==> src/rtl/tmr_pkg.sv <==
package tmr_pkg;
  localparam int DIV_W = 4;
  localparam int MODE_IDX = 0;
  localparam int COUNT_IDX = 1;
  localparam int RELOAD_IDX = 2;
  localparam int FLAG_BIT = 0;
  localparam int EN_BIT = 1;
  localparam int AUTO_BIT = 2;
  localparam int PROT_BIT = 3;
  localparam int SEL_LO = 4;

  typedef struct packed {
    logic ldCount;
    logic ldReload;
    logic restart;
    logic run;
    logic autoLd;
    logic [1:0] sel;
  } tmrStrobeT;
endpackage

==> src/rtl/tmr_ctrl.sv <==
module tmr_ctrl
  import tmr_pkg::*;
#(
  parameter int DATA_W = 32,
  parameter int ADDR_W = 4
) (
  input  logic              clk,
  input  logic              rstN,
  input  logic [ADDR_W-1:0] addr,
  input  logic              wrEn,
  input  logic [DATA_W-1:0] wrData,
  input  logic              priv,
  input  logic              tcEvent,
  input  logic [DATA_W-1:0] countVal,
  input  logic [DATA_W-1:0] reloadVal,
  output tmrStrobeT         strobe,
  output logic [DATA_W-1:0] rdData,
  output logic              irq
);
  localparam int IDX_W = ADDR_W - 2;

  logic [1:0] selQ;
  logic protQ, autoQ, enQ, flagQ;
  logic [IDX_W-1:0] regIdx;
  logic wrOk, modeWr, cntWr, rldWr;

  assign regIdx = addr[ADDR_W-1:2];
  assign wrOk   = wrEn && (!protQ || priv);
  assign modeWr = wrOk && (regIdx == IDX_W'(MODE_IDX));
  assign cntWr  = wrOk && (regIdx == IDX_W'(COUNT_IDX));
  assign rldWr  = wrOk && (regIdx == IDX_W'(RELOAD_IDX));

  always_ff @(posedge clk) begin
    if (!rstN) begin
      selQ  <= '0;
      protQ <= 1'b0;
      autoQ <= 1'b0;
      enQ   <= 1'b0;
      flagQ <= 1'b0;
      irq   <= 1'b0;
    end else begin
      if (modeWr) begin
        selQ  <= wrData[SEL_LO+1:SEL_LO];
        protQ <= wrData[PROT_BIT];
        autoQ <= wrData[AUTO_BIT];
        enQ   <= wrData[EN_BIT];
      end else if (tcEvent && !autoQ) begin
        enQ <= 1'b0;
      end
      flagQ <= tcEvent | (flagQ & ~(modeWr & wrData[FLAG_BIT]));
      irq   <= tcEvent;
    end
  end

  always_comb begin
    strobe.ldCount  = cntWr;
    strobe.ldReload = rldWr;
    strobe.restart  = modeWr;
    strobe.run      = enQ;
    strobe.autoLd   = autoQ;
    strobe.sel      = selQ;
  end

  always_comb begin
    rdData = '0;
    case (regIdx)
      IDX_W'(MODE_IDX): begin
        rdData[SEL_LO+1:SEL_LO] = selQ;
        rdData[PROT_BIT]        = protQ;
        rdData[AUTO_BIT]        = autoQ;
        rdData[EN_BIT]          = enQ;
        rdData[FLAG_BIT]        = flagQ;
      end
      IDX_W'(COUNT_IDX):  rdData = countVal;
      IDX_W'(RELOAD_IDX): rdData = reloadVal;
      default:            rdData = '0;
    endcase
  end

  // a refused write leaves the mode word unchanged
  p_blocked_write_r10: assert property (@(posedge clk) disable iff (!rstN)
    (wrEn && protQ && !priv && !tcEvent) |=> $stable({selQ, protQ, autoQ, enQ}));

  // terminal count raises the flag and the interrupt
  p_flag_set_r5: assert property (@(posedge clk) disable iff (!rstN)
    tcEvent |=> (flagQ && irq));

  // without auto-reload the timer stops itself
  p_en_clear_r7: assert property (@(posedge clk) disable iff (!rstN)
    (tcEvent && !autoQ && !modeWr) |=> !enQ);
endmodule

==> src/rtl/tmr_dpath.sv <==
module tmr_dpath
  import tmr_pkg::*;
#(
  parameter int DATA_W = 32
) (
  input  logic              clk,
  input  logic              rstN,
  input  tmrStrobeT         strobe,
  input  logic [DATA_W-1:0] wrData,
  output logic              tcEvent,
  output logic [DATA_W-1:0] countVal,
  output logic [DATA_W-1:0] reloadVal
);
  logic [DIV_W-1:0] divCnt, divLast;
  logic tick;

  always_comb begin
    case (strobe.sel)
      2'd0:    divLast = DIV_W'(0);
      2'd1:    divLast = DIV_W'(3);
      2'd2:    divLast = DIV_W'(7);
      default: divLast = DIV_W'(15);
    endcase
  end

  assign tick    = strobe.run && (divCnt == divLast);
  assign tcEvent = tick && (countVal == '0) && !strobe.ldCount;

  always_ff @(posedge clk) begin
    if (!rstN) begin
      divCnt <= '0;
    end else if (strobe.restart || !strobe.run || tick) begin
      divCnt <= '0;
    end else begin
      divCnt <= divCnt + 1'b1;
    end
  end

  always_ff @(posedge clk) begin
    if (!rstN) begin
      countVal  <= '0;
      reloadVal <= '0;
    end else begin
      if (strobe.ldReload) reloadVal <= wrData;
      if (strobe.ldCount) begin
        countVal <= wrData;
      end else if (tcEvent) begin
        countVal <= strobe.autoLd ? reloadVal : '0;
      end else if (tick) begin
        countVal <= countVal - 1'b1;
      end
    end
  end

  // the count only moves on a tick or a write
  p_hold_without_tick_r4: assert property (@(posedge clk) disable iff (!rstN)
    (!strobe.ldCount && !tick) |=> $stable(countVal));

  // terminal count without reload parks the count at zero
  p_no_reload_zero_r7: assert property (@(posedge clk) disable iff (!rstN)
    (tcEvent && !strobe.autoLd) |=> (countVal == '0));

  // the prescaler never passes its selected limit
  p_div_bound_r3: assert property (@(posedge clk) disable iff (!rstN)
    strobe.run |-> (divCnt <= divLast));
endmodule

==> src/rtl/tmr_top.sv <==
module tmr_top
  import tmr_pkg::*;
#(
  parameter int DATA_W = 32,
  parameter int ADDR_W = 4
) (
  input  logic              clk,
  input  logic              rstN,
  input  logic [ADDR_W-1:0] addr,
  input  logic              wrEn,
  input  logic [DATA_W-1:0] wrData,
  input  logic              priv,
  output logic [DATA_W-1:0] rdData,
  output logic              irq
);
  tmrStrobeT strobe;
  logic tcEvent;
  logic [DATA_W-1:0] countVal, reloadVal;

  tmr_ctrl #(.DATA_W(DATA_W), .ADDR_W(ADDR_W)) u_ctrl (
    .clk(clk), .rstN(rstN), .addr(addr), .wrEn(wrEn), .wrData(wrData),
    .priv(priv), .tcEvent(tcEvent), .countVal(countVal),
    .reloadVal(reloadVal), .strobe(strobe), .rdData(rdData), .irq(irq)
  );

  tmr_dpath #(.DATA_W(DATA_W)) u_dpath (
    .clk(clk), .rstN(rstN), .strobe(strobe), .wrData(wrData),
    .tcEvent(tcEvent), .countVal(countVal), .reloadVal(reloadVal)
  );
endmodule

==> config.mk <==
export PLATFORM = sky130hd
export DESIGN_NAME = tmr_top
export DESIGN_NICKNAME = d
export VERILOG_FILES = /design/src/rtl/tmr_pkg.sv /design/src/rtl/tmr_ctrl.sv /design/src/rtl/tmr_dpath.sv /design/src/rtl/tmr_top.sv
export SDC_FILE = /design/constraint.sdc
export NUM_CORES = 1
export LEC_CHECK = 0
export ABC_AREA = 0
export BUFFER_PORTS_ARGS = -buffer_cell sky130_fd_sc_hd__buf_2
export CORE_UTILIZATION = 50
export DETAILED_ROUTE_END_ITERATION = 8
export PLACE_DENSITY = 0.83
export SLEW_MARGIN = 20
export SYNTH_ARGS = -nofsm -noshare
export SYNTH_HDL_FRONTEND = slang
export SYNTH_SLANG_ARGS = --single-unit
==> constraint.sdc <==
create_clock -name clk -period 6.88 [get_ports clk]
set_input_delay 0.688 -clock clk [delete_from_list [all_inputs] [get_ports clk]]
set_output_delay 0.688 -clock clk [all_outputs]
set_load 0.01 [all_outputs]
# Word level (Yosys, flattened, before mapping)
# Index checks and enable logic that the tools add are counted.
# Widths: inputs -> output; s select.
# totals
mem_bits_ro,0
latchBits,0
mem_count,0
input_bits,40
regBits,75
output_inout_bits,33
mem_bits_rw,0
# op_classes
reduce_logical,21
shifts,0
magnitude_cmp,0
addsub,2
multipliers,0
muxes,9
eq_ne,5
n_bitwise,5
div,0
# ops
operator,count
$mux 32,4
$pmux 26 s2,1
$logic_not 32->1,1
$sub 32x1->32 const B,1
$pmux 6 s3,1
$pmux 4 s3,1
$logic_and 1x1->1,8
$add 4x1->4 const B,1
$eq 2x1->1 const B,2
$eq 2x2->1 const B,2
$eq 4x4->1,1
$logic_not 1->1,4
$logic_not 2->1,2
$logic_or 1x1->1,3
$reduce_bool 3->1,1
$and 1x1->1,2
$mux 1,2
$not 1->1,2
$reduce_bool 2->1,1
$reduce_or 2->1,1
$or 1x1->1,1

# Longest topological paths before layout
# Gate-level depths: netlist of run 1.
# depth
depth_word,9
mapped_depth,10

# Modules after synthesis
# A second synthesis of run 1 with hierarchy kept.
# hier_totals
hier_cells,565
area_unflattened_um2,4767.1
# modules_own_cells
module,cells_each,n_inst,area_per_inst_um2
tmr_dpath,448,1,3876.2
tmr_ctrl,117,1,890.9

# Worst setup path before layout of run 1
# OpenSTA, ideal clock, no wires.
# synth_timing
path_type,input to register
start,input addr[3]
end,register u_dpath.countVal[2]
path_slack_ns,4.416
t_required_ns,6.763
path_buffers,2
arrival_ns,2.347
cell_stages,9
cell_sequence,inv_1 > ha_1 > clkbuf_1 > nand3_1 > nand3_1 > or3_1 > buf_6 > mux2i_1 > a22o_1
# synth_via
elab_chain_len,6
word_cells_on_any_way,7
classes_between,eq/ne (1); mux (2); reduce/logical (4)
# synth_rtl
element,line,text
from (decl),tmr_top.sv:9,"input logic [ADDR_W-1:0] addr,"
$eq 2x1->1 *,tmr_ctrl.sv:30,assign cntWr = wrOk && (regIdx == IDX_W'(COUNT_IDX));
$logic_and 1x1->1 *,tmr_ctrl.sv:30,
$logic_not 1->1,tmr_dpath.sv:27,assign tcEvent = tick && (countVal == '0) && !strobe.ldCount;
$logic_and 1x1->1,tmr_dpath.sv:27,
$mux 32,tmr_dpath.sv:47,end else if (tcEvent) begin
$mux 32,tmr_dpath.sv:45,if (strobe.ldCount) begin
to (signal assigned),tmr_dpath.sv:46,countVal <= wrData;
to (signal assigned),tmr_dpath.sv:48,countVal <= strobe.autoLd ? reloadVal : '0;
to (signal assigned),tmr_dpath.sv:50,countVal <= countVal - 1'b1;
to (decl),tmr_dpath.sv:11,"output logic [DATA_W-1:0] countVal,"
# Every way passes the cells marked *; elsewhere a longest branch is shown, timed or not.
# A chain may end at the register's enable or synchronous reset.

# Final worst setup path of run 1
# layout_timing
start,input addr[3]
end,register u_dpath.countVal[17]
# Same word-level chain as after synthesis.

==> results of run 1 <==
[cell usage in the layout, fill, tap and decap left out, drive strengths merged, types with 3 or more instances in the layout]
cell type | synthesis | routed
a211oi | 3 | 3
a21oi | 51 | 51
a221oi | 11 | 11
a222oi | 6 | 6
a22o | 15 | 15
a22oi | 28 | 28
a31oi | 3 | 3
and3 | 3 | 3
buf | 6 | 76
clkbuf | 36 | 14
dfxtp | 75 | 75
ha | 6 | 6
inv | 8 | 8
mux2 | 4 | 4
mux2i | 8 | 8
nand2 | 111 | 111
nand2b | 3 | 3
nand3 | 18 | 18
nand4 | 4 | 4
nor2 | 40 | 40
nor2b | 27 | 27
nor3 | 18 | 18
nor4 | 6 | 6
o21ai | 6 | 6
o221ai | 14 | 14
or2 | 3 | 3
or3 | 3 | 3
or4 | 4 | 4
xnor2 | 12 | 12
xor2 | 12 | 12
[flip-flops by register name (all words and copies together) (netlist names)]
signal / count
u_ctrl.autoQ: 1
u_ctrl.enQ: 1
u_ctrl.flagQ: 1
u_ctrl.selQ: 2
u_ctrl.irq: 1
u_ctrl.protQ: 1
u_dpath.reloadVal: 32
u_dpath.countVal: 32
u_dpath.divCnt: 4
[kinds of logic (layout without fill, tap and decap cells)]
| logic type | count (synthesis) | count (layout) | share of synthesized area, % |
|---|---|---|---|
| simple gates | 248 | 248 | 27.1 |
| compound gates | 156 | 156 | 25.0 |
| flops | 75 | 75 | 34.0 |
| buf+inv | 50 | 100 | 4.59 |
| xor+xnor | 24 | 24 | 4.76 |
| mux | 12 | 12 | 2.83 |
| fa+ha+maj | 6 | 6 | 1.70 |
[power by group through the flow]
stage	Clock, mW	Sequential, mW	Combinational [mW]
after floorplan	0	0.479	0.178
after global placement	0	0.488	0.226
after detailed placement	0	0.490	0.231
after CTS	0.313	0.479	0.233
after global routing	0.334	0.483	0.262
final	0.311	0.481	0.235
[per-layer routing]
metal	share of wire, %	up-vias	GRT usage, %
li1	-	2160	-
met1	42	2152	38.3
met2	46	271	47.3
met3	9.7	34	4.90
met4	2.6	0	15.4
met5	0	-	0
[layout make-up]
class                           count  area [sq um]  share of cell area [%]
Multi-Input combinational cell    446          2710                    54.9
Sequential cell                    75          1500                    30.4
Timing Repair Buffer               76           395                    8.00
Clock buffer                       14           163                    3.29
Tap cell                          105           131                    2.66
Inverter                            8          30.0                   0.607
Clock inverter                      2          10.0                   0.202
[worst paths after layout]
path | to | cells after the start | start | slack, ns
hold reg to reg | u_dpath.reloadVal[11] | 2 | u_dpath.reloadVal[11] | 0.48
setup reg to reg | u_dpath.countVal[17] | 8 | u_dpath.countVal[0] | 3.57
setup / recovery | u_dpath.countVal[17] | 9 | addr[3] | 3.50
hold / removal | u_dpath.reloadVal[11] | 2 | u_dpath.reloadVal[11] | 0.48
[worst reg2reg max path: stages, from the launching register on]
cell	delay, ns
dfxtp_1	0.36
inv_1	0.08
ha_1	0.17
nor3b_1	0.67
nand2_1	0.28
nor4_2	0.46
nand3_1	0.54
a221oi_1	0.54
nor2_1	0.08
==> summary.txt, run 1 <==
Timing
  – Endpoints failing setup: 0
  – Slew HR: 28.5%
  – Tmin final: 3.38 ns
  – Hold Violations, Final: 0
  – Final WS setup: 3.50 ns
  – RSZ-0062 raised after global routing: no
  – WHS: 0.475 ns
  – Sum Neg Setup Slack: 0 ns
  – Skew final: 0.00414 ns
  – Fmax: 0.296 GHz
  – Pin slew with the least headroom to its limit: 1.07 ns
  – Final Max Slew Viols: 0
  – Period utilization: 49.1%

Global route
  – Vias in the first global route: between 4000 and 5000
  – Largest net degree at the start of global routing: 46
  – Total track usage: between 20% and 30%
  – Initial antenna violation count: 0
  – Grt total ovfl: 0
  – Global-route wire length before repair: 20.7 mm

Final layout
  – ANT cells: 0
  – Layout cells sized above 1: 17.1%
  – Design Area, Final: approximately 0.0049 sq mm
  – Finished Layout Cells: 726
  – Nets: 662
  – Util after Layout: 59.0%
  – Filler cells: around 760
  – Synth-to-Final Area Change: 12.0%

Logic synthesis
  – Distinct cells, synth: 57
  – Synth Flop Type: dfxtp_1
  – Sequential cell area fraction in the yosys report: about a third
  – Top-area cell type share of the netlist area: between 30 and 40%
  – Gate Count Post-Synth: 571
  – Top post-synthesis cells by count: 110 x nand2_1, 75 x dfxtp_1, 51 x a21oi_1, 40 x nor2_1, 36 x clkbuf_1
  – Avg Cell Area, Syn: 7.73 sq um
  – Count leader, synth: nand2_1
  – Number of synthesized register bits: 75
  – Fraction of registers with async set/reset: 0%
  – YS warnings: 0
  – Post-Synthesis Cell Area: 0.00441 sq mm
  – Synthesized Nets: 617
  – EDFF count, synth: 0
  – Ranking of synthesized cells by area: dfxtp_1 34%, nand2_1 9.4%, a21oi_1 5.8%
  – Area leader, netlist: dfxtp_1

Clock tree
  – Root Buffer: clkbuf_8
  – TritonCTS Buffers: 9
  – Worst-skew pair later-pin latency: 0.36 ns
  – CTS tree: built
  – Max Buffers Root-to-Sink: 2
  – PostCTS Resize Cnt: 0
  – Clock Pin Slew Worst Setup and Hold Paths: around 0.080 ns
  – Cts hold-fix bufs: 0
  – Clock sink total: 75
  – H-tree levels: 3
  – Setup Buffers After CTS: 0

Critical path
  – Worst Path Buf+Inv: 3
  – Critical Path Source Type: primary input
  – Worst-path maximum fanout: 34
  – CP max stage delay: a little over 0.6 ns
  – Required time worst endpoint: 7.11 ns
  – CP delay by family, top: simple AND/OR/NAND/NOR gates
  – Sequence of cells on the critical path: buf_2, inv_1, ha_1, buf_4, and3_1, nor3_2, nand3_1, a221oi_1, nor2_1
  – CP Class: in -> reg
  – Critical Path AT: 3.61 ns
  – CP endpoint kind: flip-flop
  – Slowest library cell on the worst path: nand3_1

Floorplanning
  – Top Ports: 73
  – Die Y: 96.0 um
  – Core area: 0.00838 sq mm
  – Die Area: about 0.0092 sq mm
  – Die Span X: 96.0 um
  – Initial core utilization: 52.7%
  – Std cell rows: 33

Power and ir drop
  – Total chip power: between 1 and 1.5 mW
  – Worst vdd ir: 0.000129 V
  – P_leak: just under 2 nW
  – Power Density: 208 mW/mm^2
  – Switching power share of the total: 31.9%
  – Net Switching: 328 uW
  – Power Internal: around 700 uW
  – Reg power frac: 46.8%
  – Clock network power share: 30.3%
  – Comb pwr share: 22.9%

Place
  – GPL Wtd Cong: just over 0.9
  – Placed cell count: 710
  – Area after DPL: 0.00477 sq mm
  – IO buf count: 70
  – Post-placement worst setup slack: 3.26 ns
  – DP Wirelength: roughly 8.5 mm

Routing
  – DRT Pass-1 Iters: 6
  – Total Routed Length: 12.8 mm
  – DR vias/cell: 6.36
  – Routed WL per cell: 17.6 um
  – Vias: 4617
  – Drt drc: 0
  – Post-route ant nets: 0
  – Initial DRC Count: 629

Outcome
  – Outcome: completed

Job
  – Number of max-cap violations: 0

Min path
  – Hold crit path type: reg -> reg
Note: power is estimated with default switching activity, not from simulation.
==> run 2, diff against run 1 <==
==> constraint.sdc (replaced) <==
create_clock -name clk -period 3.55 [get_ports clk]
set_input_delay 0.355 -clock clk [delete_from_list [all_inputs] [get_ports clk]]
set_output_delay 0.355 -clock clk [all_outputs]
set_load 0.01 [all_outputs]
==> summary.txt, run 2 (synthesis gave the netlist of run 1 again) <==
Final layout
  – Design Area, Final: 0.00497 sq mm (+0.61%)
  – Nets: 668 (+0.91%)
  – Leading cell type in the layout, fill and taps excluded: nand2_1
  – Synth-to-Final Area Change: 12.7%
  – ANT cells: 0 (unchanged)
  – Layout cells sized above 1: 17.7% (+0.66 points)
  – Top Registers: u_dpath.countVal (32), u_dpath.reloadVal (32), u_dpath.divCnt (4)
  – Filler cells: 774 (+1.4%)
  – Most frequent cells in the layout: 110 x nand2_1, 75 x dfxtp_1, 70 x buf_2

Place
  – DP Wirelength: 8.70 mm (+2.5%)
  – Area after DPL: 0.00481 sq mm (+0.89%)
  – IO buf count: 70 (unchanged)
  – GPL Wtd Cong: 0.922 (+1.8%)

Clock tree
  – TritonCTS Buffers: 9 (unchanged)
  – Root Buffer: clkbuf_8
  – Clock sink total: 75 (unchanged)
  – Setup Buffers After CTS: 0 (unchanged)
  – H-tree levels: 3 (unchanged)
  – Clock Pin Slew Worst Setup and Hold Paths: 0.07 ns (about the same)
  – CTS tree: built
  – Max Buffers Root-to-Sink: 2 (unchanged)
  – PostCTS Resize Cnt: 0 (unchanged)
  – Worst-skew pair later-pin latency: 0.35 ns (about the same)
  – Cts hold-fix bufs: 0 (unchanged)

Timing
  – Skew final: 0.00592 ns (+0.00178 ns)
  – Fmax: 0.339 GHz
  – Hold Violations, Final: 0 (unchanged)
  – Slew HR: 37.6% (+9.1 points)
  – Final Max Slew Viols: 0 (unchanged)
  – WHS: 0.247 ns (-0.229 ns)
  – Tmin final: 2.95 ns
  – RSZ-0062 raised after global routing: no
  – Endpoints failing setup: 0 (unchanged)
  – Sum Neg Setup Slack: 0 ns (unchanged)
  – Pin slew with the least headroom to its limit: 0.935 ns (-0.133 ns)
  – Period utilization: a little over four fifths

Critical path
  – CP endpoint kind: flip-flop
  – Sequence of cells on the critical path: nor3_1, nand2_1, nor4_2, nand3_1, a221oi_1, nor3_1
  – Worst-path maximum fanout: 13 (-62%)
  – CP Class: reg -> reg
  – Required time worst endpoint: 3.78 ns (-3.33 ns)
  – Crit-path most repeated cell: nor3_1
  – Worst Path Buf+Inv: 0 (-3)
  – Slowest library cell on the worst path: nor3_1
  – Critical Path Source Type: flip-flop
  – CP max stage delay: 0.65 ns (+0.03 ns)
  – CP delay by family, top: simple AND/OR/NAND/NOR gates
  – Critical Path AT: 3.18 ns (-0.43 ns)

Floorplanning
  – Initial core utilization: 52.7% (unchanged)
  – Core area: 0.00838 sq mm (unchanged)
  – Die Area: 0.00921 sq mm (unchanged)
  – Die Y: 96.0 um (unchanged)
  – Std cell rows: 33 (unchanged)
  – Die Span X: 96.0 um (unchanged)
  – Top Ports: 73 (unchanged)

Outcome
  – Outcome: completed

Routing
  – DRT Pass-1 Iters: 6 (unchanged)
  – Routed WL per cell: 17.5 um (-0.72%)
  – Initial DRC Count: 504 (-20%)
  – Drt drc: 0 (unchanged)
  – DR vias/cell: 6.31 (-0.79%)
  – Vias: 4612 (-0.11%)
  – Post-route ant nets: 0 (unchanged)
  – Total Routed Length: 12.8 mm (about the same)

Power and ir drop
  – Clock network power share: 29.2% (-1.1 points)
  – Power Density: 396 mW/mm^2 (+91%)
  – Switching power share of the total: 32.2% (+0.30 points)
  – Reg power frac: 47.2% (+0.4 points)
  – Worst vdd ir: 0.000177 V (+38%)
  – Power Internal: 1.34 mW (+91%)
  – Net Switching: 635 uW (+94%)
  – Comb pwr share: 23.5% (+0.6 points)
  – P_leak: 1.95 nW (+1.3%)

Global route
  – Total track usage: 29.4% (-0.15 points)
  – Global-route wire length before repair: 21.0 mm (+1.5%)
  – Grt total ovfl: 0 (unchanged)
  – Initial antenna violation count: 0 (unchanged)
  – Vias in the first global route: 4374 (+3.9%)
  – Largest net degree at the start of global routing: 46 (unchanged)

Job
  – Number of max-cap violations: 0 (unchanged)

Min path
  – Hold crit path type: in -> reg
run 2: cell count changes in the layout (fill, tap and decap cells not counted):
| cell | previous run | this run |
|---|---|---|
| clkbuf_1 | 3 | 2 |
| nand2_2 | 1 | 0 |
| clkinv_2 | 2 | 3 |
| nand2_1 | 109 | 110 |
| buf_4 | 6 | 12 |
| clkbuf_8 | 11 | 10 |
run 2: power groups by stage:
stage	logic [mW]	registers [mW]	clock network (mW)
floorplan	0.346	0.929	0
global placement	0.443	0.947	0
detailed placement	0.453	0.949	0
CTS	0.457	0.929	0.575
global route	0.512	0.937	0.610
finish	0.464	0.931	0.576
run 2: cell type report:
| type | instances | area [sq um] | share of cell area [%] |
|---|---|---|---|
| Multi-Input combinational cell | 446 | 2710 | 54.5 |
| Sequential cell | 75 | 1500 | 30.2 |
| Timing Repair Buffer | 82 | 440 | 8.86 |
| Clock buffer | 12 | 145 | 2.92 |
| Tap cell | 105 | 131 | 2.64 |
| Inverter | 8 | 30.0 | 0.604 |
| Clock inverter | 3 | 15.0 | 0.302 |
run 2: path summary, 6_finish.rpt:
path | start | slack (ns) | to | cells past startpoint
setup / recovery | u_dpath.countVal[4] | 0.60 | u_dpath.countVal[19] | 6
hold / removal | wrData[6] | 0.25 | u_dpath.reloadVal[6] | 3
setup reg to reg | u_dpath.countVal[4] | 0.60 | u_dpath.countVal[19] | 6
hold reg to reg | u_dpath.reloadVal[6] | 0.47 | u_dpath.reloadVal[6] | 2
run 2: metal layers:
layer	track usage, %	up-vias	wire length (um)
met5	0	-	0
met4	12.9	0	302
met3	4.82	30	1140
met2	48.5	254	6020
met1	37.9	2159	5320
li1	-	2169	-
run 2: metrics by stage:
step / cells / total power [mW] / setup slack [ns] / utilization [%]
after floorplan: 571 / 1.27 / 1.20 / -
after global placement: 716 / 1.39 / 0.758 / 57.4
after detailed placement: 716 / 1.40 / 0.693 / 57.4
after CTS: 731 / 1.96 / 0.666 / 59.3
after global routing: 731 / 2.06 / 0.240 / 59.3
final: 731 / 1.97 / 0.596 / 59.3
run 2: worst min-delay path, cell delays in order:
cell and delay [ns]:
buf_2 0.11, nand2_1 0.05, a21oi_1 0.05
